[config.mk]
export PLATFORM = sky130hd
export DESIGN_NAME = led_scan_seq
export DESIGN_NICKNAME = d
export VERILOG_FILES = /design/src/rtl/led_scan_pkg.sv /design/src/rtl/led_scan_tick.sv /design/src/rtl/led_scan_ctrl.sv /design/src/rtl/led_scan_capture.sv /design/src/rtl/led_scan_seq.sv
export SDC_FILE = /design/constraint.sdc
export NUM_CORES = 1
export LEC_CHECK = 0
export ABC_AREA = 0
export CAP_MARGIN = 0
export CORE_MARGIN = 2
export CORE_UTILIZATION = 50
export DETAILED_ROUTE_END_ITERATION = 8
export DONT_BUFFER_PORTS = 1
export PLACE_DENSITY = 0.68
export SYNTH_ARGS = -nofsm -noshare
export SYNTH_HDL_FRONTEND = slang
export SYNTH_SLANG_ARGS = --single-unit
[constraint.sdc]
create_clock -name clk_i -period 1.6 [get_ports clk_i]
set_clock_uncertainty 0.15 [all_clocks]
set_input_delay 0.32 -clock clk_i [delete_from_list [all_inputs] [get_ports clk_i]]
set_output_delay 0.32 -clock clk_i [all_outputs]
set_load 0.02 [all_outputs]
[src/rtl/led_scan_pkg.sv]
package led_scan_pkg;

   typedef enum logic [2:0] {
      SC_IDLE,
      SC_ENTRY,
      SC_LOAD,
      SC_LATCH,
      SC_EVAL,
      SC_READ,
      SC_RESUME,
      SC_DONE
   } scan_phase_e;

   // command patterns, bit i applies to serial-clock slot i
   localparam int          CMD_SLOTS    = 5;
   localparam logic [4:0]  CMD_OE_PAT   = 5'b11101;
   localparam logic [4:0]  CMD_LE_ENTRY = 5'b01000;

endpackage

[src/rtl/led_scan_tick.sv]
module led_scan_tick #(
   parameter int HALF = 2
) (
   input  logic clk_i,
   input  logic rst_ni,
   input  logic run_i,
   output logic half_end_o,
   output logic high_o
);

   generate
      if (HALF == 1) begin : g_direct
         assign half_end_o = run_i;
      end else begin : g_count
         localparam int CW = $clog2(HALF);
         logic [CW-1:0] cnt_q;
         always_ff @(posedge clk_i or negedge rst_ni) begin
            if (!rst_ni)                        cnt_q <= '0;
            else if (!run_i)                    cnt_q <= '0;
            else if (cnt_q == CW'(HALF - 1))    cnt_q <= '0;
            else                                cnt_q <= cnt_q + 1'b1;
         end
         assign half_end_o = run_i && (cnt_q == CW'(HALF - 1));
      end
   endgenerate

   always_ff @(posedge clk_i or negedge rst_ni) begin
      if (!rst_ni)         high_o <= 1'b0;
      else if (!run_i)     high_o <= 1'b0;
      else if (half_end_o) high_o <= ~high_o;
   end

endmodule

[src/rtl/led_scan_ctrl.sv]
module led_scan_ctrl
   import led_scan_pkg::*;
#(
   parameter int BITS        = 16,
   parameter int EVAL_CYCLES = 128
) (
   input  logic        clk_i,
   input  logic        rst_ni,
   input  logic        start_i,
   input  logic        half_end_i,
   input  logic        high_i,
   output logic        run_o,
   output logic        clear_o,
   output logic        sample_o,
   output logic        sdi_o,
   output logic        sclk_o,
   output logic        latch_o,
   output logic        oe_o,
   output logic        busy_o,
   output logic        done_o
);

   localparam int MAXV = (EVAL_CYCLES > BITS) ? EVAL_CYCLES : BITS;
   localparam int CW   = $clog2(MAXV + CMD_SLOTS + 1);

   scan_phase_e   phase_q;
   logic [CW-1:0] cnt_q;
   logic          slot_end;

   assign slot_end = half_end_i && high_i;

   always_ff @(posedge clk_i or negedge rst_ni) begin
      if (!rst_ni) begin
         phase_q <= SC_IDLE;
         cnt_q   <= '0;
      end else begin
         unique case (phase_q)
            SC_IDLE: if (start_i) begin
               phase_q <= SC_ENTRY;
               cnt_q   <= '0;
            end
            SC_ENTRY, SC_RESUME: if (slot_end) begin
               if (cnt_q == CW'(CMD_SLOTS - 1)) begin
                  phase_q <= (phase_q == SC_ENTRY) ? SC_LOAD : SC_DONE;
                  cnt_q   <= '0;
               end else begin
                  cnt_q <= cnt_q + 1'b1;
               end
            end
            SC_LOAD, SC_READ: if (slot_end) begin
               if (cnt_q == CW'(BITS - 1)) begin
                  phase_q <= (phase_q == SC_LOAD) ? SC_LATCH : SC_RESUME;
                  cnt_q   <= '0;
               end else begin
                  cnt_q <= cnt_q + 1'b1;
               end
            end
            SC_LATCH: if (slot_end) begin
               phase_q <= SC_EVAL;
               cnt_q   <= '0;
            end
            SC_EVAL: begin
               if (cnt_q == CW'(EVAL_CYCLES - 1)) begin
                  phase_q <= SC_READ;
                  cnt_q   <= '0;
               end else begin
                  cnt_q <= cnt_q + 1'b1;
               end
            end
            SC_DONE: phase_q <= SC_IDLE;
            default: phase_q <= SC_IDLE;
         endcase
      end
   end

   logic clocked;
   assign clocked  = (phase_q == SC_ENTRY) || (phase_q == SC_LOAD) ||
                     (phase_q == SC_READ)  || (phase_q == SC_RESUME);
   assign run_o    = clocked || (phase_q == SC_LATCH);
   assign clear_o  = (phase_q == SC_IDLE) && start_i;
   assign sample_o = (phase_q == SC_READ) && slot_end;
   assign sclk_o   = clocked && high_i;
   assign sdi_o    = (phase_q == SC_LOAD);
   assign busy_o   = (phase_q != SC_IDLE);
   assign done_o   = (phase_q == SC_DONE);

   always_comb begin
      oe_o    = 1'b1;
      latch_o = 1'b0;
      unique case (phase_q)
         SC_ENTRY: begin
            oe_o    = CMD_OE_PAT[cnt_q[2:0]];
            latch_o = CMD_LE_ENTRY[cnt_q[2:0]];
         end
         SC_RESUME: oe_o    = CMD_OE_PAT[cnt_q[2:0]];
         SC_LATCH:  latch_o = 1'b1;
         SC_EVAL:   oe_o    = 1'b0;
         default: ;
      endcase
   end

endmodule

[src/rtl/led_scan_capture.sv]
module led_scan_capture #(
   parameter int W = 16
) (
   input  logic         clk_i,
   input  logic         rst_ni,
   input  logic         clear_i,
   input  logic         shift_i,
   input  logic         bit_i,
   output logic [W-1:0] vec_o
);

   always_ff @(posedge clk_i or negedge rst_ni) begin
      if (!rst_ni)      vec_o <= '0;
      else if (clear_i) vec_o <= '0;
      else if (shift_i) vec_o <= {vec_o[W-2:0], bit_i};
   end

endmodule

[src/rtl/led_scan_seq.sv]
module led_scan_seq #(
   parameter int CHAIN_LEN   = 4,
   parameter int CLK_DIV     = 2,
   parameter int EVAL_CYCLES = 128,
   localparam int W          = 8 * CHAIN_LEN
) (
   input  logic         clk_i,
   input  logic         rst_ni,
   input  logic         scan_start_i,
   input  logic         drv_sdo_i,
   output logic         drv_sdi_o,
   output logic         drv_clk_o,
   output logic         drv_latch_o,
   output logic         drv_oe_o,
   output logic         scan_busy_o,
   output logic         scan_done_o,
   output logic [W-1:0] fault_vec_o
);

   generate
      if (CHAIN_LEN < 1) begin : g_bad_chain
         $error("CHAIN_LEN must be at least 1");
      end
      if (CLK_DIV < 1) begin : g_bad_div
         $error("CLK_DIV must be at least 1");
      end
      if (EVAL_CYCLES < 2) begin : g_bad_eval
         $error("EVAL_CYCLES must be at least 2");
      end
   endgenerate

   logic run, half_end, high, clear, sample;

   led_scan_tick #(.HALF(CLK_DIV)) tick_i (
      .clk_i      (clk_i),
      .rst_ni     (rst_ni),
      .run_i      (run),
      .half_end_o (half_end),
      .high_o     (high)
   );

   led_scan_ctrl #(.BITS(W), .EVAL_CYCLES(EVAL_CYCLES)) ctrl_i (
      .clk_i      (clk_i),
      .rst_ni     (rst_ni),
      .start_i    (scan_start_i),
      .half_end_i (half_end),
      .high_i     (high),
      .run_o      (run),
      .clear_o    (clear),
      .sample_o   (sample),
      .sdi_o      (drv_sdi_o),
      .sclk_o     (drv_clk_o),
      .latch_o    (drv_latch_o),
      .oe_o       (drv_oe_o),
      .busy_o     (scan_busy_o),
      .done_o     (scan_done_o)
   );

   led_scan_capture #(.W(W)) cap_i (
      .clk_i   (clk_i),
      .rst_ni  (rst_ni),
      .clear_i (clear),
      .shift_i (sample),
      .bit_i   (drv_sdo_i),
      .vec_o   (fault_vec_o)
   );

endmodule

==> results.sh, run 1 <==
export IMPL_grt_usage_pct=22.9
export IMPL_synth_cells=250
export IMPL_critPathCapture="drv_oe_o"
export IMPL_yosysTopAreaCell="dfrtp_1"
export IMPL_chipHeight_um=70.8
export IMPL_antenna_cells=0
export IMPL_synth_xor_area_share_pct=0.784
export IMPL_clock_fmax_ghz=0.498
export IMPL_final_util_pct=78.6
export IMPL_drc=0
export IMPL_cp_end_kind="output pin"
export IMPL_reg2reg_to="ctrl_i.phase_q[1]"
export IMPL_synth_compound_area_share_pct=16.6
export IMPL_synth_commonest_cells="nand2_1, dfrtp_1, a21oi_1, nor2_1, o21ai_0"
export IMPL_top_usage_layer="met2"
export IMPL_vias=2183
export IMPL_routedWlPerCell_um=19.8
export IMPL_maxCapViolCount=0
export IMPL_ant_nets=0
export IMPL_synth_area_leaders="dfrtp_1, nand2_1, a21oi_1, ha_1, nor2_1"
export IMPL_worst_hold_slack_ns=0.246
export IMPL_syn_nets=258
export IMPL_use_met3_pct=5.27
export IMPL_cts_path_max_buffers=2
export IMPL_status="finished with violations"
export IMPL_yosys_area_share_simple_pct=25.1
export IMPL_htreeDepth=2
export IMPL_fillerInstances=268
export IMPL_rows=24
export IMPL_vias_per_cell=6.01
export IMPL_tightestPinTransition_ns=0.376
export IMPL_cp_start_kind="register"
export IMPL_grt_max_degree=46
export IMPL_antenna_found_initial=0
export IMPL_timing_final_crit_period_ns=2.01
export IMPL_overflow=0
export IMPL_layout_setup_ws_ns=-0.406
export IMPL_worstReg2RegStart="ctrl_i.phase_q[0]"
export IMPL_setup_violations=48
export IMPL_first_global_vias=1978
export IMPL_crit_fanout=4
export IMPL_start_util_pct=51.6
export IMPL_multi_input_area_mm2=0.00137
export IMPL_hpwlAfterDp_mm=3.43
export IMPL_clkSinkCount=45
export IMPL_synth_edf_count=0
export IMPL_finalNetCount=318
export IMPL_fin_crit_sh_pct=125
export IMPL_yosysWarnings=0
export IMPL_required_ns=1.13
export IMPL_die_area_mm2=0.00502
export IMPL_max_slew_margin_pct=74.6
export IMPL_yosys_area_share_adder_pct=2.24
export IMPL_startpoint="ctrl_i.phase_q[2]"
export IMPL_grt_pass1_wl_mm=9.18
export IMPL_clkTransAtPathRegs_ns=0.09
export IMPL_ys_flop_type="dfrtp_1"
export IMPL_met2_usage_pct=39.3
export IMPL_synth_top_family_by_area="simple AND/OR/NAND/NOR gates"
export IMPL_r2r_cells=7
export IMPL_firstDrtPassIters=4
export IMPL_placed_cells=331
export IMPL_wl_mm=7.19
export IMPL_cp_data_arrival_time_ns=1.54
export IMPL_port_buffer_count=0
export IMPL_irDropWorstVdd_mv=0.406
export IMPL_critical_path_class="reg -> out"
export IMPL_reg2reg_slack_ns=-0.31
export IMPL_ys_types=47
export IMPL_syn_to_final_growth_pct=52.3
export IMPL_grt_use_met1_pct=28.2
export IMPL_syn_area_mm2=0.00223
export IMPL_violations="negative setup slack"
export IMPL_core_area_mm2=0.00432
export IMPL_muxShareOfSynthArea_pct=0
export IMPL_postSynth_asyncResetShare_pct=100
export IMPL_hold_violations=0
export IMPL_synth_top_area_share_pct=50.4
export IMPL_cts_buffers=5
export IMPL_place_congestion=0.860
export IMPL_layout_cells_non_filler=363
export IMPL_synth_most_common_cell="nand2_1"
export IMPL_initialDrtViolationCount=223
export IMPL_p_leak_uw=0.00159
export IMPL_grt_setup_unrepaired="true"
export IMPL_yosysSeqAreaShare_pct=50.4
export IMPL_die_x_um=70.8
export IMPL_ys_ff_latch=45
export IMPL_hold_class="in -> reg"
export IMPL_drive_above_1_share_pct=47.9
export IMPL_clock_latency_ns=0.30
export IMPL_p_per_area_mw_per_mm2=621
export IMPL_cts_root_buf="clkbuf_8"
export IMPL_drv_slew=0
export IMPL_ios=42
export IMPL_final_seq_area_mm2=0.00113
export IMPL_syn_mean_instance_area_um2=8.93
export IMPL_cts_tree="built"
[worst min-delay path by stage]
stage / to / startpoint / slack (ns) / cells past startpoint
detailed placement: cap_i.vec_o[19] / rst_ni / -0.12 / 0
floorplan: cap_i.vec_o[0] / rst_ni / -0.13 / 0
finish: ctrl_i.phase_q[0] / scan_start_i / 0.25 / 2
CTS: ctrl_i.phase_q[0] / scan_start_i / 0.23 / 2
global route: ctrl_i.phase_q[0] / scan_start_i / 0.27 / 2
global placement: cap_i.vec_o[19] / rst_ni / -0.12 / 0
[cells by family after synthesis]
group           count (synthesis)
flops                          45
simple gates                  119
buf+inv                        21
compound gates                 59
xor+xnor                        2
fa+ha+maj                       4
[registers in the layout, indices dropped and copies added, names as in the netlist]
register              count
cap_i.vec_o              32
ctrl_i.cnt_q              8
ctrl_i.phase_q            3
tick_i.g_count.cnt_q      1
tick_i.high_o             1
[layer usage]
layer,routed length [um],share of wire (%)
met1,2700,38
met2,3820,53
met3,489,6.8
met4,182,2.5
met5,0,0
[worst max-delay path, cell delays in order (launching register included)]
cell and delay (ns):
dfrtp_2 0.43, or3b_1 0.40, o21ai_1 0.12, a32oi_1 0.12, buf_4 0.17
[report_power, final]
part           switching [uW]  internal, uW
registers                 104          1180
clock network             431           311
logic                    53.4          36.9
total                     588          1520
[repair_timing]
item                                   4_1_cts  5_1_grt
setup buffers                               14        3
setup endpoints to repair                   48       48
endpoints found under the hold margin       46        0
cloned                                       0        6
resized for setup                           39       75
pin swaps                                   18       40
hold buffers                                 3        0
[placed cells by master (no fill, tap or decap), types with 4 or more instances in the layout]
cell       instances
a21oi_1           13
a21oi_2           21
buf_4             36
buf_6             20
clkbuf_16          4
clkbuf_8           5
dfrtp_1           43
inv_1              4
nand2_1           56
nand2_4           19
nand3_1            4
nor2_1             8
nor2_4             5
o21ai_1            4
[stage by stage]
stage | worst slack, ns | power, uW | TNS, ns | area [um^2]
2_1_floorplan | -0.102 | 1320 | -2.01 | 2270
3_3_place_gp | -0.231 | 1330 | -2.48 | 2600
3_5_place_dp | -0.246 | 1330 | -2.57 | 2600
4_1_cts | -0.367 | 2090 | -7.27 | 2970
5_1_grt | -0.440 | 2170 | -13.45 | 3400
6_report | -0.406 | 2110 | -10.24 | 3400
[area by class of cell]
class | instances | share of cell area [%]
flip-flops and latches | 45 | 33.2
inverters | 7 | 0.846
repair buffers | 67 | 21.1
well taps | 52 | 1.91
clock inverters | 3 | 0.625
multi-input cells | 184 | 40.3
clock buffers | 5 | 2.02
Power figures use the tool's default switching activity.
==> run 2: changes to the inputs <==
--- a/config.mk
+++ b/config.mk
@@ -9,9 +9,11 @@
 export CAP_MARGIN = 0
 export CORE_MARGIN = 2
 export CORE_UTILIZATION = 50
+export CTS_CLUSTER_DIAMETER = 80
 export DETAILED_ROUTE_END_ITERATION = 8
 export DONT_BUFFER_PORTS = 1
 export PLACE_DENSITY = 0.68
+export SETUP_SLACK_MARGIN = 0.2
 export SYNTH_ARGS = -nofsm -noshare
 export SYNTH_HDL_FRONTEND = slang
 export SYNTH_SLANG_ARGS = --single-unit
==> run 2 against run 1 <==
Net effect: the run ends with negative hold slack, negative setup slack left; final area down 13%; fmax up 1.5%; via count down 12%; setup slack better by 0.029 ns; critical path depth unchanged; total power up 3.3%.
==> results.sh, run 2 (synthesized netlist as in run 1, its figures left out) <==
export IMPL_r2r_cells=8
export IMPL_wl_mm=5.38
export IMPL_hold_class="in -> async"
export IMPL_overflow=0
export IMPL_seqPwrFrac_pct=58.0
export IMPL_reg2reg_slack_ns=-0.33
export IMPL_die_x_um=70.8
export IMPL_routedWlPerCell_um=15.3
export IMPL_start_util_pct=51.6
export IMPL_grt_pass1_wl_mm=8.46
export IMPL_initialDrtViolationCount=94
export IMPL_status="finished with violations"
export IMPL_cts_buffers=5
export IMPL_vias_per_cell=5.47
export IMPL_port_buffer_count=0
export IMPL_intPower_uw=1670
export IMPL_firstDrtPassIters=4
export IMPL_p_leak_uw=0.00131
export IMPL_irDropWorstVdd_mv=0.431
export IMPL_critical_path_class="reg -> out"
export IMPL_ant_nets=0
export IMPL_regMostFlops="cap_i.vec_o"
export IMPL_layout_cells_non_filler=351
export IMPL_final_common_cell="nand2_1"
export IMPL_violations="negative hold slack, negative setup slack"
export IMPL_cp_slowest_cell="dfrtp_1"
export IMPL_drv_slew=0
export IMPL_critPathCapture="drv_oe_o"
export IMPL_fin_crit_sh_pct=124
export IMPL_clock_latency_ns=0.30
export IMPL_slowest_delay_ns=0.44
export IMPL_vias=1921
export IMPL_p_comb_share_pct=2.0
export IMPL_ctsHoldBuffers=1
export IMPL_cts_tree="built"
export IMPL_finalNetCount=306
export IMPL_drive_above_1_share_pct=33.1
export IMPL_antenna_found_initial=0
export IMPL_chipHeight_um=70.8
export IMPL_clock_fmax_ghz=0.506
export IMPL_tightestPinTransition_ns=0.413
export IMPL_timing_final_crit_period_ns=1.98
export IMPL_crit_fanout=4
export IMPL_ios=42
export IMPL_switching_share_pct=23.5
export IMPL_die_area_mm2=0.00502
export IMPL_placed_cells=331
export IMPL_cp_end_kind="output pin"
export IMPL_p_sw_uw=512
export IMPL_hpwlAfterDp_mm=3.43
export IMPL_rows=24
export IMPL_multi_input_area_mm2=0.00115
export IMPL_grt_usage_pct=21.4
export IMPL_finalPower_uw=2180
export IMPL_startpoint="ctrl_i.phase_q[0]"
export IMPL_worstPathCellList="or3b_4 > o21ai_2 > a32oi_2 > buf_4"
export IMPL_cp_depth=4
export IMPL_reg_largest_list="cap_i.vec_o x32, ctrl_i.cnt_q x8, ctrl_i.phase_q x3"
export IMPL_clkTransAtPathRegs_ns=0.09
export IMPL_path_buf_inv=1
export IMPL_final_seq_area_mm2=0.00113
export IMPL_dpl_worst_slack_ns=-0.171
export IMPL_cts_path_max_buffers=2
export IMPL_fillerInstances=344
export IMPL_max_slew_margin_pct=72.1
export IMPL_hold_violations=45
export IMPL_grt_setup_unrepaired="true"
export IMPL_drc=0
export IMPL_pwr_share_clk_pct=40.0
export IMPL_layout_setup_ws_ns=-0.377
export IMPL_maxCapViolCount=0
export IMPL_required_ns=1.13
export IMPL_cp_data_arrival_time_ns=1.51
export IMPL_reg2reg_to="ctrl_i.phase_q[1]"
export IMPL_cts_root_buf="clkbuf_8"
export IMPL_setup_violations=48
export IMPL_grt_max_degree=46
export IMPL_worst_hold_slack_ns=-0.446
export IMPL_p_per_area_mw_per_mm2=737
export IMPL_final_util_pct=68.5
export IMPL_mostFrequentLayoutCells="nand2_1, dfrtp_1, buf_4"
export IMPL_htreeDepth=2
export IMPL_largest_register_ffs=32
export IMPL_syn_to_final_growth_pct=32.6
export IMPL_clkSinkCount=45
export IMPL_first_global_vias=1742
export IMPL_cp_start_kind="register"
export IMPL_cp_top_family="flip-flops"
export IMPL_core_area_mm2=0.00432
export IMPL_worstReg2RegStart="ctrl_i.phase_q[0]"
export IMPL_antenna_cells=0
export IMPL_place_congestion=0.893
-- run 2: cell count changes in the layout (fill, tap and decap cells not counted), sizes merged --
cell         delta
dlygate4sd3     -1
clkinvlp        -1
bufinv          +1
inv             -1
clkbuf          -3
buf             -7
-- run 2: worst min path at each step --
stage	to	slack, ns
2_1_floorplan	cap_i.vec_o[0]	-0.13
3_3_place_gp	cap_i.vec_o[19]	-0.12
6_report	cap_i.vec_o[25]	-0.45
5_1_grt	cap_i.vec_o[24]	-0.47
4_1_cts	cap_i.vec_o[29]	-0.46
3_5_place_dp	cap_i.vec_o[18]	-0.12
-- run 2: what timing repair did --
action,4_1_cts,5_1_grt
pin swaps,9,10
buffers inserted,7,4
endpoints found under the hold margin,46,45
gates resized for setup,19,17
setup endpoints to repair,50,50
gates cloned,0,0
-- run 2: cell type report --
cell class                      instances  share of cell area, %
Inverter                                7                  0.972
Tap cell                               52                   2.20
Multi-Input combinational cell        184                   38.7
Clock buffer                            6                   2.45
Timing Repair Buffer                   55                   16.3
Sequential cell                        45                   38.1
Clock inverter                          2                   1.31
-- run 2: worst register-to-register path, stage by stage, from the launching register on --
cell	delay [ns]
dfrtp_1	0.45
buf_4	0.17
buf_6	0.12
nor3b_4	0.20
buf_4	0.14
buf_6	0.10
o32a_4	0.19
nor2_4	0.06
a32o_1	0.25
-- run 2: per-layer routing --
metal / GRT usage [%] / wire length, um / vias up / share of wire [%]
met2: 35.0 / 2760 / 38 / 51
li1: - / - / 941 / -
met3: 5.41 / 211 / 7 / 3.9
met5: 0 / 0 / - / 0
met4: 5.66 / 55 / 0 / 1.0
met1: 28.5 / 2350 / 935 / 44
-- run 2: power groups by stage --
stage               sequential, uW  clock (uW)  combinational (uW)
finish                        1270         873                43.1
detailed placement            1290           0                41.4
CTS                           1270         894                43.8
global route                  1270         937                51.3
global placement              1290           0                39.3
floorplan                     1280           0                37.3
-- run 2: stage by stage --
stage	hold slack [ns]	TNS [ns]	area (um^2)
after floorplan	-0.126	-2.50	2290
after global routing	-0.466	-13.38	2960
after detailed placement	-0.124	-3.07	2630
after global placement	-0.124	-2.40	2630
after CTS	-0.457	-7.82	2860
final	-0.446	-9.78	2960
==> run 3: changes to the inputs <==
--- a/config.mk
+++ b/config.mk
@@ -6,7 +6,7 @@
 export NUM_CORES = 1
 export LEC_CHECK = 0
 export ABC_AREA = 0
-export CAP_MARGIN = 0
+export CAP_MARGIN = 40
 export CORE_MARGIN = 2
 export CORE_UTILIZATION = 50
 export CTS_CLUSTER_DIAMETER = 80
@@ -16,4 +16,5 @@
 export SETUP_SLACK_MARGIN = 0.2
 export SYNTH_ARGS = -nofsm -noshare
 export SYNTH_HDL_FRONTEND = slang
+export SYNTH_HIERARCHICAL = 1
 export SYNTH_SLANG_ARGS = --single-unit
==> run 3 against run 2 <==
Net effect: the flow still finishes with violations (negative hold slack, negative setup slack); wire length decreased by 3.7%; die area increased by 2.8%; worst hold slack improved by 0.0095 ns; non-clock buffer count decreased by 5; total power increased to 2.6 times the previous value; sequential power increased by 22%; clock power decreased by 2%; critical endpoint is now cap_i/vec_o[19]; largest cell class unchanged.
==> results.sh, run 3 <==
export IMPL_drv_slew=0
export IMPL_firstDrtPassIters=4
export IMPL_clkTransAtPathRegs_ns=0.09
export IMPL_m1WireLength_mm=2.11
export IMPL_switching_share_pct=40.1
export IMPL_fillerInstances=315
export IMPL_max_slew_margin_pct=76.4
export IMPL_top_layer="met4"
export IMPL_vias_per_cell=5.59
export IMPL_hold_violations=45
export IMPL_ys_flop_type="dfrtp_1"
export IMPL_die_area_mm2=0.00516
export IMPL_grt_pass1_wl_mm=7.94
export IMPL_status="finished with violations"
export IMPL_grt_usage_pct=19.5
export IMPL_pwr_share_clk_pct=15.3
export IMPL_p_leak_uw=0.00137
export IMPL_maxCapViolCount=0
export IMPL_violations="negative hold slack, negative setup slack"
export IMPL_clkSinkCount=45
export IMPL_routedWlPerCell_um=17.0
export IMPL_overflow=0
export IMPL_synth_most_common_cell="dfrtp_1"
export IMPL_final_seq_area_mm2=0.00113
export IMPL_clock_fmax_ghz=0.468
export IMPL_placed_cells=282
export IMPL_worst_hold_slack_ns=-0.436
export IMPL_reg_largest_list="cap_i/vec_o x32, ctrl_i/cnt_q x8, ctrl_i/phase_q x3"
export IMPL_intPower_uw=3340
export IMPL_fin_area_mm2=0.00308
export IMPL_syn_to_final_growth_pct=34.0
export IMPL_multi_input_area_mm2=0.00123
export IMPL_syn_area_mm2=0.00230
export IMPL_start_util_pct=52.5
export IMPL_yosysSeqAreaShare_pct=48.9
export IMPL_seqPwrFrac_pct=27.8
export IMPL_mostFrequentLayoutCells="dfrtp_1, nor2_1, buf_4"
export IMPL_wl_mm=5.19
export IMPL_cts_buffers=5
export IMPL_cp_start_kind="register"
export IMPL_hpwlAfterDp_mm=3.25
export IMPL_finalPower_uw=5570
export IMPL_antenna_found_initial=0
export IMPL_p_sw_uw=2230
export IMPL_required_ns=1.63
export IMPL_postSynth_asyncResetShare_pct=100
export IMPL_wl_met3_um=282
export IMPL_ios=42
export IMPL_rows=24
export IMPL_crit_fanout=16
export IMPL_antenna_cells=0
export IMPL_critical_path_class="reg -> reg"
export IMPL_ys_ff_latch=45
export IMPL_regMostFlops="cap_i/vec_o"
export IMPL_hold_class="in -> async"
export IMPL_place_congestion=0.924
export IMPL_synth_edf_count=0
export IMPL_yosysTopAreaCell="dfrtp_1"
export IMPL_layout_cells_non_filler=305
export IMPL_cts_tree="built"
export IMPL_dpl_worst_slack_ns=-0.435
export IMPL_synth_commonest_cells="dfrtp_1, nor2_1, mux2i_1, inv_1, nand2_1"
export IMPL_vias=1706
export IMPL_drive_above_1_share_pct=40.3
export IMPL_layout_setup_ws_ns=-0.537
export IMPL_synth_top_area_share_pct=48.9
export IMPL_cp_end_kind="register"
export IMPL_wl_met2_mm=2.76
export IMPL_grt_max_degree=46
export IMPL_core_area_mm2=0.00438
export IMPL_fin_crit_sh_pct=134
export IMPL_setup_violations=49
export IMPL_htreeDepth=2
export IMPL_cp_data_arrival_time_ns=2.16
export IMPL_tightestPinTransition_ns=0.352
export IMPL_grt_setup_unrepaired="true"
export IMPL_yosysWarnings=6
export IMPL_dpl_cell_area_mm2=0.00262
export IMPL_synth_cells=205
export IMPL_cts_root_buf="clkbuf_8"
export IMPL_largest_register_ffs=32
export IMPL_port_buffer_count=0
export IMPL_syn_nets=213
export IMPL_first_global_vias=1704
export IMPL_synth_area_leaders="dfrtp_1, mux2i_1, nor2_1, buf_12, ha_1"
export IMPL_drc=0
export IMPL_timing_final_crit_period_ns=2.14
export IMPL_irDropWorstVdd_mv=1.48
export IMPL_die_x_um=71.8
export IMPL_ys_types=45
export IMPL_chipHeight_um=71.8
export IMPL_final_common_cell="dfrtp_1"
export IMPL_clock_latency_ns=0.29
export IMPL_ant_nets=0
export IMPL_syn_mean_instance_area_um2=11.2
export IMPL_cts_path_max_buffers=2
export IMPL_p_per_area_mw_per_mm2=1810
export IMPL_initialDrtViolationCount=50
export IMPL_finalNetCount=260
export IMPL_p_comb_share_pct=56.9
-- run 3: changes by cell type after synthesis, sizes merged, moves of 2 or more --
cell and change:
nand2 -69, mux2i +32, a21oi -29, nor2 +27
buf -6, and2b +3, nand3 -3, or2 -3
xnor2 +3, a22o +2, a32o -2, clkbuf +2
o21ai -2
-- run 3: final cells by class --
class	count	area share, %
timing repair buffer	50	16.4
sequential	45	36.6
clock buffer	6	2.35
inverter	8	1.14
tap	52	2.11
clock inverter	2	1.26
multi-input combinational	142	40.1
-- run 3: power groups by stage --
stage               clock, uW  sequential (uW)  combinational [uW]
finish                    854             1550                3170
global route              920             1570                3380
CTS                       867             1540                2770
detailed placement          0             1570                2270
global placement            0             1560                2190
floorplan                   0             1500                1610
-- run 3: kinds of logic (layout without fill, tap and decap cells) --
family,count (synthesis),count (layout),share of synthesized area [%]
simple gates,74,74,17.1
flops,45,45,48.9
mux,32,32,13.9
compound gates,27,27,9.30
buf+inv,18,66,6.69
xor+xnor,5,5,1.90
fa+ha+maj,4,4,2.18
-- run 3: final timing paths --
check	startpoint	slack, ns	depth (start not counted)	to
setup / recovery	ctrl_i/phase_q[0]	-0.54	11	cap_i/vec_o[19]
hold / removal	rst_ni	-0.44	0	ctrl_i/cnt_q[0]
setup reg to reg	ctrl_i/phase_q[0]	-0.54	11	cap_i/vec_o[19]
hold reg to reg	ctrl_i/cnt_q[5]	0.50	2	ctrl_i/cnt_q[5]
max in group asynchronous	rst_ni	1.63	0	cap_i/vec_o[20]
min in group clk_i	drv_sdo_i	0.05	2	cap_i/vec_o[0]
-- run 3: routing by layer --
metal  vias up  global-route usage [%]
li1        804                       -
met1       853                    24.2
met2        45                    34.1
met3         4                    5.34
met4         0                    4.19
met5         -                       0
-- run 3: repair_timing --
action / in CTS / in global routing
resized for setup: 27 / 11
pin swaps: 13 / 15
setup buffers: 7 / 6
hold endpoints to repair: 45 / 45
endpoints found under the setup margin: 49 / 49
gates cloned: 0 / 2
-- run 3: per-stage QoR --
stage               TNS (ns)  utilization (%)
floorplan             -12.40                -
CTS                   -19.46             66.7
detailed placement    -14.93             59.6
global placement      -11.82             59.6
finish                -21.85             70.3
global route          -25.72             70.3
-- run 3: critical path: stages (launching register included) --
cell and delay, ns:
dfrtp_2 0.44, buf_12 0.14, nand2_8 0.05, nor2_4 0.04
nor2_2 0.11, and2_4 0.17, nand2_2 0.12, nor3_4 0.19
buf_12 0.14, clkbuf_16 0.19, mux2i_1 0.21, nor2_1 0.06
